## config.mk

```make
export PLATFORM = sky130hd
export DESIGN_NAME = cwf_line_fill
export DESIGN_NICKNAME = d
export VERILOG_FILES = /design/src/rtl/cwf_pkg.sv /design/src/rtl/cwf_beat_seq.sv /design/src/rtl/cwf_line_buf.sv /design/src/rtl/cwf_line_fill.sv
export SDC_FILE = /design/constraint.sdc
export NUM_CORES = 1
export LEC_CHECK = 0
export BUFFER_PORTS_ARGS = -buffer_cell sky130_fd_sc_hd__buf_2
export CORE_MARGIN = 4
export CORE_UTILIZATION = 50
export DETAILED_ROUTE_END_ITERATION = 7
export GPL_ROUTABILITY_DRIVEN = 0
export PLACE_DENSITY_LB_ADDON = 0.12
export SLEW_MARGIN = 30
export SYNTH_ARGS = -nofsm -noshare
export SYNTH_HDL_FRONTEND = slang
export SYNTH_SLANG_ARGS = --single-unit
```

## constraint.sdc

```tcl
create_clock -name clk -period 5.6 [get_ports clk]
set_input_delay 1.12 -clock clk [delete_from_list [all_inputs] [get_ports clk]]
set_output_delay 1.12 -clock clk [all_outputs]
set_load 0.1 [all_outputs]
```

## src/rtl/cwf_pkg.sv

```systemverilog
package cwf_pkg;

    localparam int LINE_WORDS = 8;
    localparam int OFF_W      = $clog2(LINE_WORDS);
    localparam int WORD_W     = 32;

    typedef logic [OFF_W-1:0]  word_idx_t;
    typedef logic [WORD_W-1:0] word_t;

    typedef enum logic [1:0] {
        ST_IDLE,
        ST_ADDR,
        ST_DATA,
        ST_FINISH
    } fill_state_e;

    typedef struct packed {
        word_t data;
        logic  err;
    } beat_t;

    // Word position of beat number cnt in a burst that starts at crit;
    // the index width gives the wrap around the line.
    function automatic word_idx_t wrap_idx(word_idx_t crit, word_idx_t cnt);
        return crit + cnt;
    endfunction

endpackage

```

## src/rtl/cwf_beat_seq.sv

```systemverilog
module cwf_beat_seq
    import cwf_pkg::*;
(
    input  logic      clk,
    input  logic      rst,
    input  logic      load,
    input  word_idx_t crit_in,
    input  logic      step,
    output word_idx_t idx,
    output logic      first,
    output logic      last
);

    word_idx_t crit_q;
    word_idx_t cnt_q;

    always_ff @(posedge clk) begin
        if (rst) begin
            crit_q <= '0;
            cnt_q  <= '0;
        end else if (load) begin
            crit_q <= crit_in;
            cnt_q  <= '0;
        end else if (step) begin
            cnt_q  <= cnt_q + word_idx_t'(1);
        end
    end

    assign idx   = wrap_idx(crit_q, cnt_q);
    assign first = (cnt_q == '0);
    assign last  = (cnt_q == word_idx_t'(LINE_WORDS - 1));

endmodule

```

## src/rtl/cwf_line_buf.sv

```systemverilog
module cwf_line_buf
    import cwf_pkg::*;
(
    input  logic      clk,
    input  logic      rst,
    input  logic      clear,
    input  logic      wr_en,
    input  word_idx_t wr_idx,
    input  beat_t     wr_beat,
    input  word_idx_t rd_idx,
    output beat_t     rd_beat,
    output logic      rd_have
);

    beat_t                 slot_q [LINE_WORDS];
    logic [LINE_WORDS-1:0] have_q;

    for (genvar g = 0; g < LINE_WORDS; g++) begin : g_slot
        always_ff @(posedge clk) begin
            if (wr_en && wr_idx == word_idx_t'(g)) begin
                slot_q[g] <= wr_beat;
            end
        end

        always_ff @(posedge clk) begin
            if (rst || clear) begin
                have_q[g] <= 1'b0;
            end else if (wr_en && wr_idx == word_idx_t'(g)) begin
                have_q[g] <= 1'b1;
            end
        end
    end

    assign rd_beat = slot_q[rd_idx];
    assign rd_have = have_q[rd_idx];

endmodule

```

## src/rtl/cwf_line_fill.sv

```systemverilog
module cwf_line_fill
    import cwf_pkg::*;
#(
    parameter int WADDR_W = 30,
    parameter int SET_W   = 6,
    parameter int WAY_W   = 2
) (
    input  logic                             clk,
    input  logic                             rst,
    input  logic                             cache_en,
    input  logic                             req_valid,
    input  logic [WADDR_W-1:0]               req_addr,
    input  logic [WAY_W-1:0]                 victim_way,
    output logic                             req_ready,
    output logic                             busy,
    input  logic                             seq_valid,
    input  logic [2:0]                       seq_word,
    output logic                             rsp_valid,
    output logic [2:0]                       rsp_word,
    output logic [31:0]                      rsp_data,
    output logic                             rsp_err,
    output logic                             mem_req,
    output logic [WADDR_W-1:0]               mem_addr,
    output logic                             mem_burst,
    input  logic                             mem_gnt,
    input  logic                             mem_rvalid,
    input  logic [31:0]                      mem_rdata,
    input  logic                             mem_rerr,
    output logic                             dram_we,
    output logic [WAY_W-1:0]                 dram_way,
    output logic [SET_W-1:0]                 dram_set,
    output logic [2:0]                       dram_word,
    output logic [31:0]                      dram_wdata,
    output logic                             tag_we,
    output logic [WAY_W-1:0]                 tag_way,
    output logic [SET_W-1:0]                 tag_set,
    output logic [WADDR_W-SET_W-3-1:0]       tag_value,
    output logic                             tag_valid,
    output logic                             fill_done,
    output logic                             fill_err
);

    localparam int TAG_W = WADDR_W - SET_W - OFF_W;

    fill_state_e state_q;
    logic [WAY_W-1:0] way_q;
    logic             crit_sent_q;
    logic             any_err_q;

    logic      accept, beat, last_beat;
    word_idx_t beat_idx;
    logic      beat_first, beat_last;
    beat_t     bus_beat, buf_beat;
    logic      buf_have;
    logic      stream_ok, from_bus, from_buf, take_bus;

    assign req_ready = (state_q == ST_IDLE);
    assign busy      = (state_q != ST_IDLE);
    assign mem_req   = (state_q == ST_ADDR);
    assign accept    = req_valid && req_ready;
    assign beat      = (state_q == ST_DATA) && mem_rvalid;
    assign last_beat = beat && (beat_last || !mem_burst);
    assign bus_beat  = '{data: mem_rdata, err: mem_rerr};

    cwf_beat_seq u_seq (
        .clk     (clk),
        .rst     (rst),
        .load    (accept),
        .crit_in (req_addr[OFF_W-1:0]),
        .step    (beat),
        .idx     (beat_idx),
        .first   (beat_first),
        .last    (beat_last)
    );

    cwf_line_buf u_buf (
        .clk     (clk),
        .rst     (rst),
        .clear   (accept),
        .wr_en   (beat && mem_burst),
        .wr_idx  (beat_idx),
        .wr_beat (bus_beat),
        .rd_idx  (seq_word),
        .rd_beat (buf_beat),
        .rd_have (buf_have)
    );

    // Streaming of following words once the missed word has gone out.
    assign stream_ok = mem_burst && crit_sent_q && seq_valid &&
                       (state_q == ST_DATA || state_q == ST_FINISH);
    assign from_bus  = beat && stream_ok && (seq_word == beat_idx);
    assign from_buf  = stream_ok && buf_have && !from_bus;
    assign take_bus  = beat && (beat_first || from_bus);

    always_ff @(posedge clk) begin
        if (rst) begin
            state_q <= ST_IDLE;
        end else begin
            unique case (state_q)
                ST_IDLE:   if (accept)    state_q <= ST_ADDR;
                ST_ADDR:   if (mem_gnt)   state_q <= ST_DATA;
                ST_DATA:   if (last_beat) state_q <= ST_FINISH;
                ST_FINISH:                state_q <= ST_IDLE;
                default:                  state_q <= ST_IDLE;
            endcase
        end
    end

    always_ff @(posedge clk) begin
        if (rst) begin
            mem_addr    <= '0;
            mem_burst   <= 1'b0;
            way_q       <= '0;
            crit_sent_q <= 1'b0;
            any_err_q   <= 1'b0;
        end else if (accept) begin
            mem_addr    <= req_addr;
            mem_burst   <= cache_en;
            way_q       <= victim_way;
            crit_sent_q <= 1'b0;
            any_err_q   <= 1'b0;
        end else if (beat) begin
            crit_sent_q <= 1'b1;
            any_err_q   <= any_err_q || mem_rerr;
        end
    end

    always_ff @(posedge clk) begin
        if (rst) begin
            rsp_valid  <= 1'b0;
            rsp_word   <= '0;
            rsp_data   <= '0;
            rsp_err    <= 1'b0;
            dram_we    <= 1'b0;
            dram_way   <= '0;
            dram_set   <= '0;
            dram_word  <= '0;
            dram_wdata <= '0;
            tag_we     <= 1'b0;
            tag_way    <= '0;
            tag_set    <= '0;
            tag_value  <= '0;
            tag_valid  <= 1'b0;
            fill_done  <= 1'b0;
            fill_err   <= 1'b0;
        end else begin
            rsp_valid <= (beat && beat_first) || from_bus || from_buf;
            if (take_bus) begin
                rsp_word <= beat_idx;
                rsp_data <= bus_beat.data;
                rsp_err  <= bus_beat.err;
            end else if (from_buf) begin
                rsp_word <= seq_word;
                rsp_data <= buf_beat.data;
                rsp_err  <= buf_beat.err;
            end

            dram_we    <= beat && mem_burst && !mem_rerr;
            dram_way   <= way_q;
            dram_set   <= mem_addr[OFF_W +: SET_W];
            dram_word  <= beat_idx;
            dram_wdata <= mem_rdata;

            tag_we <= (accept && cache_en) || (last_beat && mem_burst);
            if (accept) begin
                tag_way   <= victim_way;
                tag_set   <= req_addr[OFF_W +: SET_W];
                tag_value <= req_addr[WADDR_W-1 -: TAG_W];
                tag_valid <= 1'b0;
            end else begin
                tag_way   <= way_q;
                tag_set   <= mem_addr[OFF_W +: SET_W];
                tag_value <= mem_addr[WADDR_W-1 -: TAG_W];
                tag_valid <= last_beat && !(any_err_q || mem_rerr);
            end

            fill_done <= last_beat;
            fill_err  <= last_beat && (any_err_q || mem_rerr);
        end
    end

endmodule

```

[Word level (Yosys, flattened, before mapping)]
Memories as Yosys holds them, arrays and structs flattened.
Cells that the tools add are included.
Storage, ports and cells
  register bits after elaboration: 163
  memory bits (writable): 264
  output and inout port bits: 148
  logic and storage cells: 153
  memories: 1
Operators by class
  $add $sub $neg: 2
  order comparisons: 1
  equal/unequal tests: 15
  multiplexer cells: 51
  reductions and logical operators: 52
Memories
  u_buf.slot_q: words 8, width 33, read ports 1, clocked after Yosys merged registers in 0, wr ports 1, RTL line cwf_line_buf.sv:15  | beat_t slot_q [LINE_WORDS];
Operator list (count)
  2-to-1 mux 33 bit: 7
  OR reduction 33 bit: 7
  2-to-1 mux 32 bit: 2
  2-to-1 mux 3 bit: 9
  logical AND 1 bit: 26
  2-to-1 mux 1 bit: 26
  2-to-1 mux 21 bit: 1
  equality test 3 bit (second input constant): 5
  logical OR 1 bit: 8
  case mux 2 bit (4 select lines): 1
  equality test 3 x 2 -> 1 bit (second input constant): 2
  zero test 3 bit: 2
  2-to-1 mux 2 bit: 3
  2-to-1 mux 6 bit: 1
  equality test 2 bit (second input constant): 2
  zero test 1 bit: 4
  less-than comparator 3 x 4 -> 1 bit (second input constant): 1
  inequality test 2 x 1 -> 1 bit (second input constant): 2
  nonzero test 2 bit: 2
  adder 3 x 1 -> 3 bit (second input constant): 1
  adder 3 bit: 1
  binary-select mux 1 bit (select 3 bit): 1
  equality test 3 x 1 -> 1 bit (second input constant): 1
  equality test 3 bit: 1
  5 further kinds: 5

[Depth between registers and ports, before layout]
Gate-level depths: netlist (run 1).
  depth after elaboration: 14
  gate-level depth with buffers: 10
  mapped depth without buffers: 8

[Cells and area by module]
From an unflattened synthesis (run 1), not the netlist that was laid out.
Second synthesis, totals
  cell total of the unflattened synthesis: 916
  area total of the unflattened synthesis: 15830.2 um2
By module, submodules not included
  cwf_line_buf: times used 1, cells each 411, area an instance 10405.0 um2, sequential area each 8087.8 um2
  cwf_line_fill: times used 1, cells each 476, area an instance 5106.1 um2, sequential area each 2982.9 um2
  cwf_beat_seq: times used 1, cells each 29, area an instance 319.1 um2, sequential area each 120.1 um2

[Least setup slack after synthesis (run 1)]
No wires, ideal clock.
  kind: flip-flop to flip-flop
  from: register, netlist name mem_addr[0]
  to: memory u_buf.slot_q[6][0] (netlist name), enable pin
  setup time: 510 ps
  arrival time: 5369 ps
  slack: -279 ps
  cell stages (with the launch flop): 7
  clock period less this slack: 5879 ps
  cells stage by stage: dfxtp_1 > ha_1 > inv_1 > fa_1 > xnor2_1 > xnor2_1 > nor4_1
RTL lines (RTL line)
  end, declared: cwf_line_buf.sv:15

[Worst setup path in the final report (run 1)]
  from: register u_seq.cnt_q[0]
  to: register rsp_err
Between the ends
  cells in the longest elaborated chain, start to end: 6
Ends and longest elaborated chain
  start, declared: RTL line cwf_beat_seq.sv:15  | word_idx_t cnt_q;
  start signal, assigned: RTL line cwf_beat_seq.sv:25  | cnt_q <= cnt_q + word_idx_t'(1);
  adder 3 bit: RTL line cwf_pkg.sv:25  | return crit + cnt;
  equality test 3 bit: RTL line cwf_line_fill.sv:91  | assign from_bus = beat && stream_ok && (seq_word == beat_idx);
  logical AND 1 bit: RTL line cwf_line_fill.sv:91
  logical OR 1 bit or zero test 1 bit (tied branches): RTL line cwf_line_fill.sv:93, cwf_line_fill.sv:92
  logical AND 1 bit (on tied branches): RTL line cwf_line_fill.sv:93, cwf_line_fill.sv:92
  2-to-1 mux 1 bit or nonzero test 2 bit (tied branches)
  end signal, assigned: RTL line cwf_line_fill.sv:151  | rsp_err <= bus_beat.err;
  end signal, assigned: RTL line cwf_line_fill.sv:155  | rsp_err <= buf_beat.err;
  end, declared: RTL line cwf_line_fill.sv:21  | output logic rsp_err,
Parallel ways exist; a longest one is shown, timed or not.
A chain may end at the register's enable or synchronous reset.

==> results_dict.tcl, run 1 <==
set metrics [dict create \
    pwr-share-comb 0.223 \
    hold_viol_final 0 \
    detailed_place_hpwl_um 19600 \
    synth_top_cell_by_area "edfxtp_1" \
    power.switching_w 0.00275 \
    slew_headroom 0.370 \
    drt_pass1_iterations 4 \
    wl_met2_um 16300 \
    async_flop_share 0 \
    row_count 64 \
    dieArea_sq_um 34000 \
    area_growth_pct 19.3 \
    core_area_sq_um 30700 \
    cts_made_buffers 42 \
    p_clk_frac 0.351 \
    ys_types 43 \
    fillers 2335 \
    finalSetupViolations 0 \
    yosysMostFrequentCell "edfxtp_1" \
    crit_arrival_ns 3.50 \
    grt_pass1_wl_um 51000 \
    p_per_area_nw_per_um2 446 \
    cpPeakStageDelay_ns 0.80 \
    setup-tns-final_ns 0 \
    start_kind "register" \
    io_pins 223 \
    wl_met1_um 14300 \
    num_vias 8471 \
    slew_viol_final 0 \
    yosysWarnings 0 \
    initialDrtViolationCount 506 \
    clk-insertion-delay-late_ns 0.53 \
    whs_ns 0.467 \
    clk_path_buf_depth 3 \
    worst_pin_slew_ns 0.945 \
    worstHoldStart "u_buf.have_q[2]$_SDFFE_PP0P_" \
    worstSetupPathType "reg2reg" \
    post_cts_buffers 0 \
    fmax_mhz 322 \
    synth-main-ff-cell "edfxtp_1" \
    fin_nets 1243 \
    synth_edf_count 264 \
    drc 0 \
    p_leak_nw 6.91 \
    grt_max_degree 84 \
    synth_area_sq_um 15600 \
    start_util 0.508 \
    pwr-share-seq 0.426 \
    yosys-top-cells-count "edfxtp_1, dfxtp_1, nand2_1, mux4_2, a21oi_1" \
    crit_buf_inv 1 \
    path_cells "ha_1, inv_1, fa_1, xor2_1, nand3_1, o31a_4, nand2_4, o22ai_1" \
    critPathSlowestCell "fa_1" \
    syn_nets 1007 \
    routedWlPerCell_um 20.9 \
    routed-wl-met3_um 2100 \
    cts_max_level 2 \
    cts_resized 0 \
    finalCritPeriodShare 0.555 \
    crit_fanout 33 \
    antenna_found_initial 0 \
    synthCells 922 \
    globalRouteTotalUtil 0.195 \
    post-route-cell-area_sq_um 18600 \
    clock_skew_ns 0.0112 \
    cts.reportedPaths.clkPinSlew_ns 0.06 \
    ant_nets 0 \
    top_layer "met4" \
    crit_family "adder cells" \
    die_x_um 184 \
    crit_required_ns 5.99 \
    rsz0062_at_grt "no" \
    r2r_start "u_seq.cnt_q[0]$_SDFFE_PP0P_" \
    status "finished, final reports clean" \
    seq_area_frac_synth 0.715 \
    drt_wl_total_um 33300 \
    min_period_ns 3.11 \
    dpl-instance-area_sq_um 17100 \
    cts_tree "done" \
    portBuffers 222 \
    ys_top_cells_by_area "edfxtp_1, dfxtp_1, mux4_2, mux2i_1, mux2_2" \
    cts-root-buf "clkbuf_16" \
    drive_gt1_frac 0.414 \
    irDropWorstVdd_mv 0.366 \
    crit_path_end_kind "register" \
    ctsHoldBuffers 0 \
    hp-class "reg2reg" \
    maxCapViolations 0 \
    die_h_um 184 \
    cts.sinks 424 \
    startpoint "u_seq.cnt_q[0]$_SDFFE_PP0P_" \
    p_sw_frac 0.331 \
    grt_pass1_vias 8755 \
    yosysTopAreaCellShare 0.509 \
    overflow 0 \
    internal-power_w 0.00554 \
    viasPerCell 5.33 \
    syn_avg_cell_area_sq_um 16.9 \
    ys_ff_latch 424 \
]
==> layout make-up <==
| cell class | count | area (sq um) | share of cell area |
|---|---|---|---|
| Antenna cell | 2 | 5.00 | 0.000269 |
| Sequential cell | 424 | 11100 | 0.599 |
| Clock buffer | 58 | 1180 | 0.0636 |
| Timing Repair Buffer | 242 | 1270 | 0.0683 |
| Inverter | 10 | 37.5 | 0.00202 |
| Tap cell | 396 | 495 | 0.0267 |
| Multi-Input combinational cell | 438 | 4180 | 0.225 |
| Clock inverter | 20 | 274 | 0.0148 |
==> placed cells by master, fill, tap and decap left out, drive strengths merged, types with 2 or more instances in the layout <==
master and n:
mux2i 38, and2b 30, ha 9, o21ai 36, nor2b 11, nor2 31, o22ai 2, bufinv 6
nand2 109, clkbuf 58, a21oi 41, nor4 2, nand3 2, inv 13, nor3 5, and2 2
edfxtp 264, diode 2, buf 242, xnor2 4, mux2 33, clkinv 11, dfxtp 160, xor2 2
mux4 68
==> per-stage QoR <==
step | power [W] | setup WS [ns] | utilization | cells
finish | 0.00829 | 2.49 | 0.606 | 1590
global route | 0.00860 | 2.28 | 0.605 | 1588
CTS | 0.00837 | 2.35 | 0.605 | 1588
detailed placement | 0.00546 | 2.06 | 0.558 | 1510
global placement | 0.00545 | 2.10 | 0.558 | 1510
floorplan | 0.00512 | 0.658 | - | 922
==> worst min-delay path, stage by stage, from the launching register on <==
cell and delay, ns:
dfxtp_1 0.32, nor2_1 0.05, nor2_1 0.07
==> power groups by stage <==
stage	logic, W	registers, W	clock network (W)
after floorplan	0.000581	0.00454	0
after global placement	0.00185	0.00359	0
after detailed placement	0.00186	0.00360	0
after CTS	0.00187	0.00353	0.00297
after global routing	0.00194	0.00355	0.00311
final	0.00185	0.00353	0.00291
==> cells by family (layout without fill, tap and decap cells) <==
group	Yosys count	after routing	share of synthesized area
xor+xnor	7	7	0.00538
fa+ha+maj	10	10	0.00852
flops	424	424	0.715
other cells	0	2	0
simple gates	196	196	0.0644
buf+inv	60	330	0.0222
compound gates	86	86	0.0381
mux	139	139	0.147
==> state kept, by name, indices dropped and copies added, names as in the netlist, 2 cells and up <==
| signal | flops |
|---|---|
| dram_set | 6 |
| dram_way | 2 |
| dram_wdata | 32 |
| dram_word | 3 |
| mem_addr | 30 |
| rsp_data | 32 |
| rsp_word | 3 |
| state_q | 2 |
| tag_set | 6 |
| tag_value | 21 |
| tag_way | 2 |
| u_buf.have_q | 8 |
| u_buf.slot_q | 264 |
| u_seq.cnt_q | 3 |
==> layer usage <==
layer  up-vias  global-route usage
met5         -                   0
met4         0              0.0438
met3        46              0.0403
met2       235               0.321
met1      4273               0.273
li1       3917                   -
==> worst paths after layout <==
kind	cells after the start	endpoint	slack [ns]
setup / recovery	8	rsp_err$_SDFFE_PP0P_	2.49
hold / removal	2	u_buf.have_q[2]$_SDFFE_PP0P_	0.47
setup reg to reg	8	rsp_err$_SDFFE_PP0P_	2.49
hold reg to reg	2	u_buf.have_q[2]$_SDFFE_PP0P_	0.47
(Power assumes the default switching activity.)
==> run 2: changes to the inputs <==
==> constraint.sdc (replaced) <==
create_clock -name clk -period 3.16 [get_ports clk]
set_input_delay 0.632 -clock clk [delete_from_list [all_inputs] [get_ports clk]]
set_output_delay 0.632 -clock clk [all_outputs]
set_load 0.1 [all_outputs]
==> run 2 against run 1 <==
Against the previous run: sequential share of layout area decreased by 0.88 points; maximum frequency up 16%; register-to-register slack lost 2.0 ns; design area up 1.6%; power up 78%; critical path type unchanged; final cell count increased by 0.82%; via count increased by 0.58%; sequential cell count unchanged.
==> results_dict.tcl, run 2 (same netlist as run 1, synthesis figures left out) <==
set metrics [dict create \
    cts_resized 0 \
    fin_nets 1256 \
    cts.reportedPaths.clkPinSlew_ns 0.06 \
    ctsHoldBuffers 0 \
    status "finished, final reports clean" \
    crit_fanout 33 \
    cts_max_level 2 \
    portBuffers 222 \
    drt_pass1_iterations 7 \
    ant_nets 0 \
    timing.final.ws_setup_ns 0.493 \
    num_vias 8520 \
    post_cts_buffers 0 \
    clk-insertion-delay-late_ns 0.52 \
    start_kind "register" \
    largestRegisters "u_buf.slot_q: 264 flops, dram_wdata: 32 flops, rsp_data: 32 flops" \
    finalSetupViolations 0 \
    core_area_sq_um 30700 \
    irDropWorstVdd_mv 0.628 \
    cts_tree "done" \
    drc 0 \
    grt_max_degree 69 \
    cts.sinks 424 \
    min_period_ns 2.67 \
    largest_register "u_buf.slot_q" \
    drive_gt1_frac 0.432 \
    p_per_area_nw_per_um2 781 \
    crit_required_ns 3.57 \
    grt_pass1_wl_um 51000 \
    slew_headroom 0.487 \
    worstSetupPathType "reg2reg" \
    initialDrtViolationCount 442 \
    mostFrequentLayoutCell "edfxtp_1" \
    globalRouteTotalUtil 0.195 \
    worst_pin_slew_ns 0.770 \
    die_x_um 184 \
    area_growth_pct 21.1 \
    hp-class "in2reg" \
    hold_viol_final 0 \
    clk_path_buf_depth 3 \
    slew_viol_final 0 \
    crit_path_end_kind "register" \
    die_h_um 184 \
    cts_made_buffers 44 \
    fmax_mhz 375 \
    cts-root-buf "clkbuf_16" \
    dp_slack_ns 0.496 \
    routedWlPerCell_um 20.8 \
    largest_reg_flops 264 \
    dpl-instance-area_sq_um 17400 \
    crit_arrival_ns 3.07 \
    p_leak_nw 7.04 \
    fillers 2322 \
    grt_pass1_vias 8894 \
    io_pins 223 \
    clock_skew_ns 0.0165 \
    mostFrequentLayoutCells "edfxtp_1, buf_2, dfxtp_1" \
    viasPerCell 5.32 \
    finalCritPeriodShare 0.844 \
    drt_wl_total_um 33300 \
    detailed_place_hpwl_um 20400 \
    start_util 0.508 \
    overflow 0 \
    dieArea_sq_um 34000 \
    setup-tns-final_ns 0 \
    maxCapViolations 0 \
    rsz0062_at_grt "no" \
    row_count 64 \
    post-route-cell-area_sq_um 18900 \
    antenna_found_initial 4 \
]
## run 2: cell count changes in the layout (fill, tap and decap cells not counted), sizes merged
cell      previous run  this run
buf                242       253
bufinv               6         3
clkinv              11        18
clkinvlp             0         1
inv                 13        10
## run 2: layer usage
layer | share of wire | GRT usage | up-vias
li1 | - | - | 3950
met1 | 0.43 | 0.277 | 4290
met2 | 0.49 | 0.319 | 227
met3 | 0.054 | 0.0336 | 51
met4 | 0.019 | 0.0450 | 2
met5 | 0.00039 | 0 | -
## run 2: power by group
part	leakage [nW]	total (W)	switching, W	internal [W]
combinational	2.61	0.00332	0.00272	0.000604
sequential	3.68	0.00627	0.000128	0.00614
clock	0.744	0.00515	0.00206	0.00309
## run 2: metrics by stage
| step | total power (W) | hold slack (ns) | util | cells |
|---|---|---|---|---|
| 2_1_floorplan | 0.00911 | 0.422 | - | 922 |
| 3_3_place_gp | 0.00971 | 0.440 | 0.566 | 1520 |
| 3_5_place_dp | 0.00973 | 0.449 | 0.567 | 1521 |
| 4_1_cts | 0.0149 | 0.324 | 0.615 | 1601 |
| 5_1_grt | 0.0153 | 0.342 | 0.615 | 1602 |
| 6_report | 0.0147 | 0.345 | 0.615 | 1603 |
## run 2: final timing paths
kind	startpoint	end	slack [ns]	depth (start not counted)
setup / recovery	u_seq.cnt_q[0]$_SDFFE_PP0P_	rsp_err$_SDFFE_PP0P_	0.49	9
hold / removal	victim_way[0]	tag_way[0]$_SDFFE_PP0P_	0.34	3
setup reg to reg	u_seq.cnt_q[0]$_SDFFE_PP0P_	rsp_err$_SDFFE_PP0P_	0.49	9
hold reg to reg	tag_way[1]$_SDFFE_PP0P_	tag_way[1]$_SDFFE_PP0P_	0.46	2
## run 2: critical path: stages (launching register included)
cell and delay (ns):
dfxtp_1 0.43, ha_4 0.16, inv_2 0.03, fa_2 0.69
xor2_1 0.17, nand3_1 0.17, o31a_4 0.42, nand2_4 0.08
buf_12 0.27, o22ai_1 0.13
## run 2: area by class of cell
cell class	instances	area, sq um	area share
multi-input combinational	438	4240	0.225
inverter	10	37.5	0.00199
clock buffer	58	1270	0.0676
clock inverter	22	201	0.0107
sequential	424	11100	0.591
tap	396	495	0.0263
antenna	2	5.00	0.000265
timing repair buffer	253	1470	0.0780
==> run 3: changes to the inputs <==
==> constraint.sdc (replaced) <==
create_clock -name clk -period 2.8 [get_ports clk]
set_input_delay 0.56 -clock clk [delete_from_list [all_inputs] [get_ports clk]]
set_output_delay 0.56 -clock clk [all_outputs]
set_load 0.1 [all_outputs]
==> run 3 against run 2 <==
Against the previous run: global-route usage down 0.12 points; sequential power up 13%; maximum frequency up 6.1%; sequential cell count unchanged; power up 9.2%; final cell count up 0.12%; design area down 0.48%; sequential share of layout area up 0.29 points; critical path depth down 2; largest power group unchanged.
==> results_dict.tcl, run 3 (same netlist as run 1, synthesis figures left out) <==
set metrics [dict create \
    fmax_mhz 398 \
    row_count 64 \
    cts_tree "done" \
    cts.reportedPaths.clkPinSlew_ns 0.06 \
    cts_made_buffers 43 \
    die_h_um 184 \
    cpPeakStageDelay_ns 0.81 \
    drive_gt1_frac 0.419 \
    finalCritPeriodShare 0.897 \
    startpoint "state_q[0]$_SDFFE_PP0P_" \
    drt_pass1_iterations 5 \
    cts_resized 0 \
    cts_max_level 2 \
    cts-root-buf "clkbuf_16" \
    path_cells "inv_1, ha_1, o2111ai_1, nor2_4, buf_12, mux2i_1, o21ai_2" \
    drt_wl_total_um 33000 \
    largest_reg_flops 264 \
    crit_required_ns 3.22 \
    grt_max_degree 54 \
    initialDrtViolationCount 632 \
    cts.sinks 424 \
    rsz0062_at_grt "no" \
    antenna_found_initial 4 \
    hp-class "in2reg" \
    num_vias 8534 \
    whs_ns 0.265 \
    fin_nets 1259 \
    slew_viol_final 0 \
    crit_path_end_kind "register" \
    worst_pin_slew_ns 0.928 \
    p_sw_frac 0.339 \
    maxCapViolations 0 \
    mostFrequentLayoutCells "edfxtp_1, buf_2, dfxtp_1" \
    path_depth 7 \
    largest_register "u_buf.slot_q" \
    die_x_um 184 \
    finalPower_w 0.0161 \
    status "finished, final reports clean" \
    detailed_place_hpwl_um 20300 \
    slew_headroom 0.380 \
    min_period_ns 2.51 \
    hold_depth 3 \
    p_clk_frac 0.325 \
    pwr-share-comb 0.236 \
    clk_path_buf_depth 3 \
    post_cts_buffers 0 \
    core_area_sq_um 30700 \
    crit_fanout 21 \
    worstHoldStart "req_addr[1]" \
    area_growth_pct 20.6 \
    crit_family "simple AND/OR/NAND/NOR gates" \
    pwr-share-seq 0.439 \
    crit_buf_inv 2 \
    start_kind "register" \
    ctsHoldBuffers 0 \
    mostFrequentLayoutCell "edfxtp_1" \
    internal-power_w 0.0106 \
    finalSetupViolations 0 \
    largestRegisters "u_buf.slot_q: 264 flops, dram_wdata: 32 flops, rsp_data: 32 flops" \
    globalRouteTotalUtil 0.194 \
    overflow 0 \
    clock_skew_ns 0.0150 \
    worstSetupPathType "reg2reg" \
    start_util 0.508 \
    drc 0 \
    portBuffers 222 \
    irDropWorstVdd_mv 0.688 \
    p_per_area_nw_per_um2 857 \
    p_leak_nw 6.95 \
    power.switching_w 0.00545 \
    fillers 2335 \
    grt_pass1_vias 8968 \
    io_pins 223 \
    ant_nets 0 \
    dieArea_sq_um 34000 \
    clk-insertion-delay-late_ns 0.53 \
    crit_arrival_ns 2.93 \
    reg2regPathDepth 7 \
    r2r_start "state_q[0]$_SDFFE_PP0P_" \
    viasPerCell 5.32 \
    routedWlPerCell_um 20.6 \
    critPathSlowestCell "nor2_4" \
    grt_pass1_wl_um 51000 \
    hold_viol_final 0 \
]
run 3: layer usage:
metal	global-route usage	share of wire	up-vias
li1	-	-	3959
met3	0.0389	0.059	48
met2	0.306	0.48	259
met4	0.0458	0.016	6
met1	0.282	0.45	4262
met5	0	0.00085	-
run 3: path summary, 6_finish.rpt:
check	to	slack [ns]
max reg2reg	rsp_data[20]$_SDFFE_PP0P_	0.29
min	mem_addr[1]$_SDFFE_PP0P_	0.26
min reg2reg	tag_value[15]$_SDFF_PP0_	0.47
max	rsp_data[20]$_SDFFE_PP0P_	0.29
run 3: worst register-to-register path: cells and delay by family, from the launching register on:
kind | cells | cell delay, ns
buf+inv | 2 | 0.40
flops | 1 | 0.34
simple gates | 1 | 0.81
compound gates | 2 | 0.34
mux | 1 | 0.27
fa+ha+maj | 1 | 0.25
run 3: stage by stage:
step,TNS (ns),setup WS (ns),area [sq um],std cells,utilization
3_3_place_gp,0,0.201,17500,1525,0.570
4_1_cts,0,0.252,18800,1604,0.612
2_1_floorplan,-48.30,-0.372,15700,922,-
6_report,0,0.287,18800,1605,0.612
5_1_grt,0,0.140,18800,1604,0.612
3_5_place_dp,0,0.145,17500,1525,0.570
run 3: layout make-up:
cell class / instances / area, sq um / area share
clock buffer: 63 / 1210 / 0.0646
antenna: 1 / 2.50 / 0.000133
clock inverter: 16 / 76.3 / 0.00407
multi-input combinational: 438 / 4250 / 0.226
sequential: 424 / 11100 / 0.593
tap: 396 / 495 / 0.0264
inverter: 10 / 37.5 / 0.00200
timing repair buffer: 257 / 1560 / 0.0829
run 3: power groups by stage:
stage               clock network, W  logic, W  registers [W]
finish                       0.00522   0.00379        0.00707
global route                 0.00562   0.00397        0.00710
CTS                          0.00534   0.00383        0.00707
detailed placement                 0   0.00382        0.00719
global placement                   0   0.00380        0.00719
floorplan                          0   0.00120        0.00910
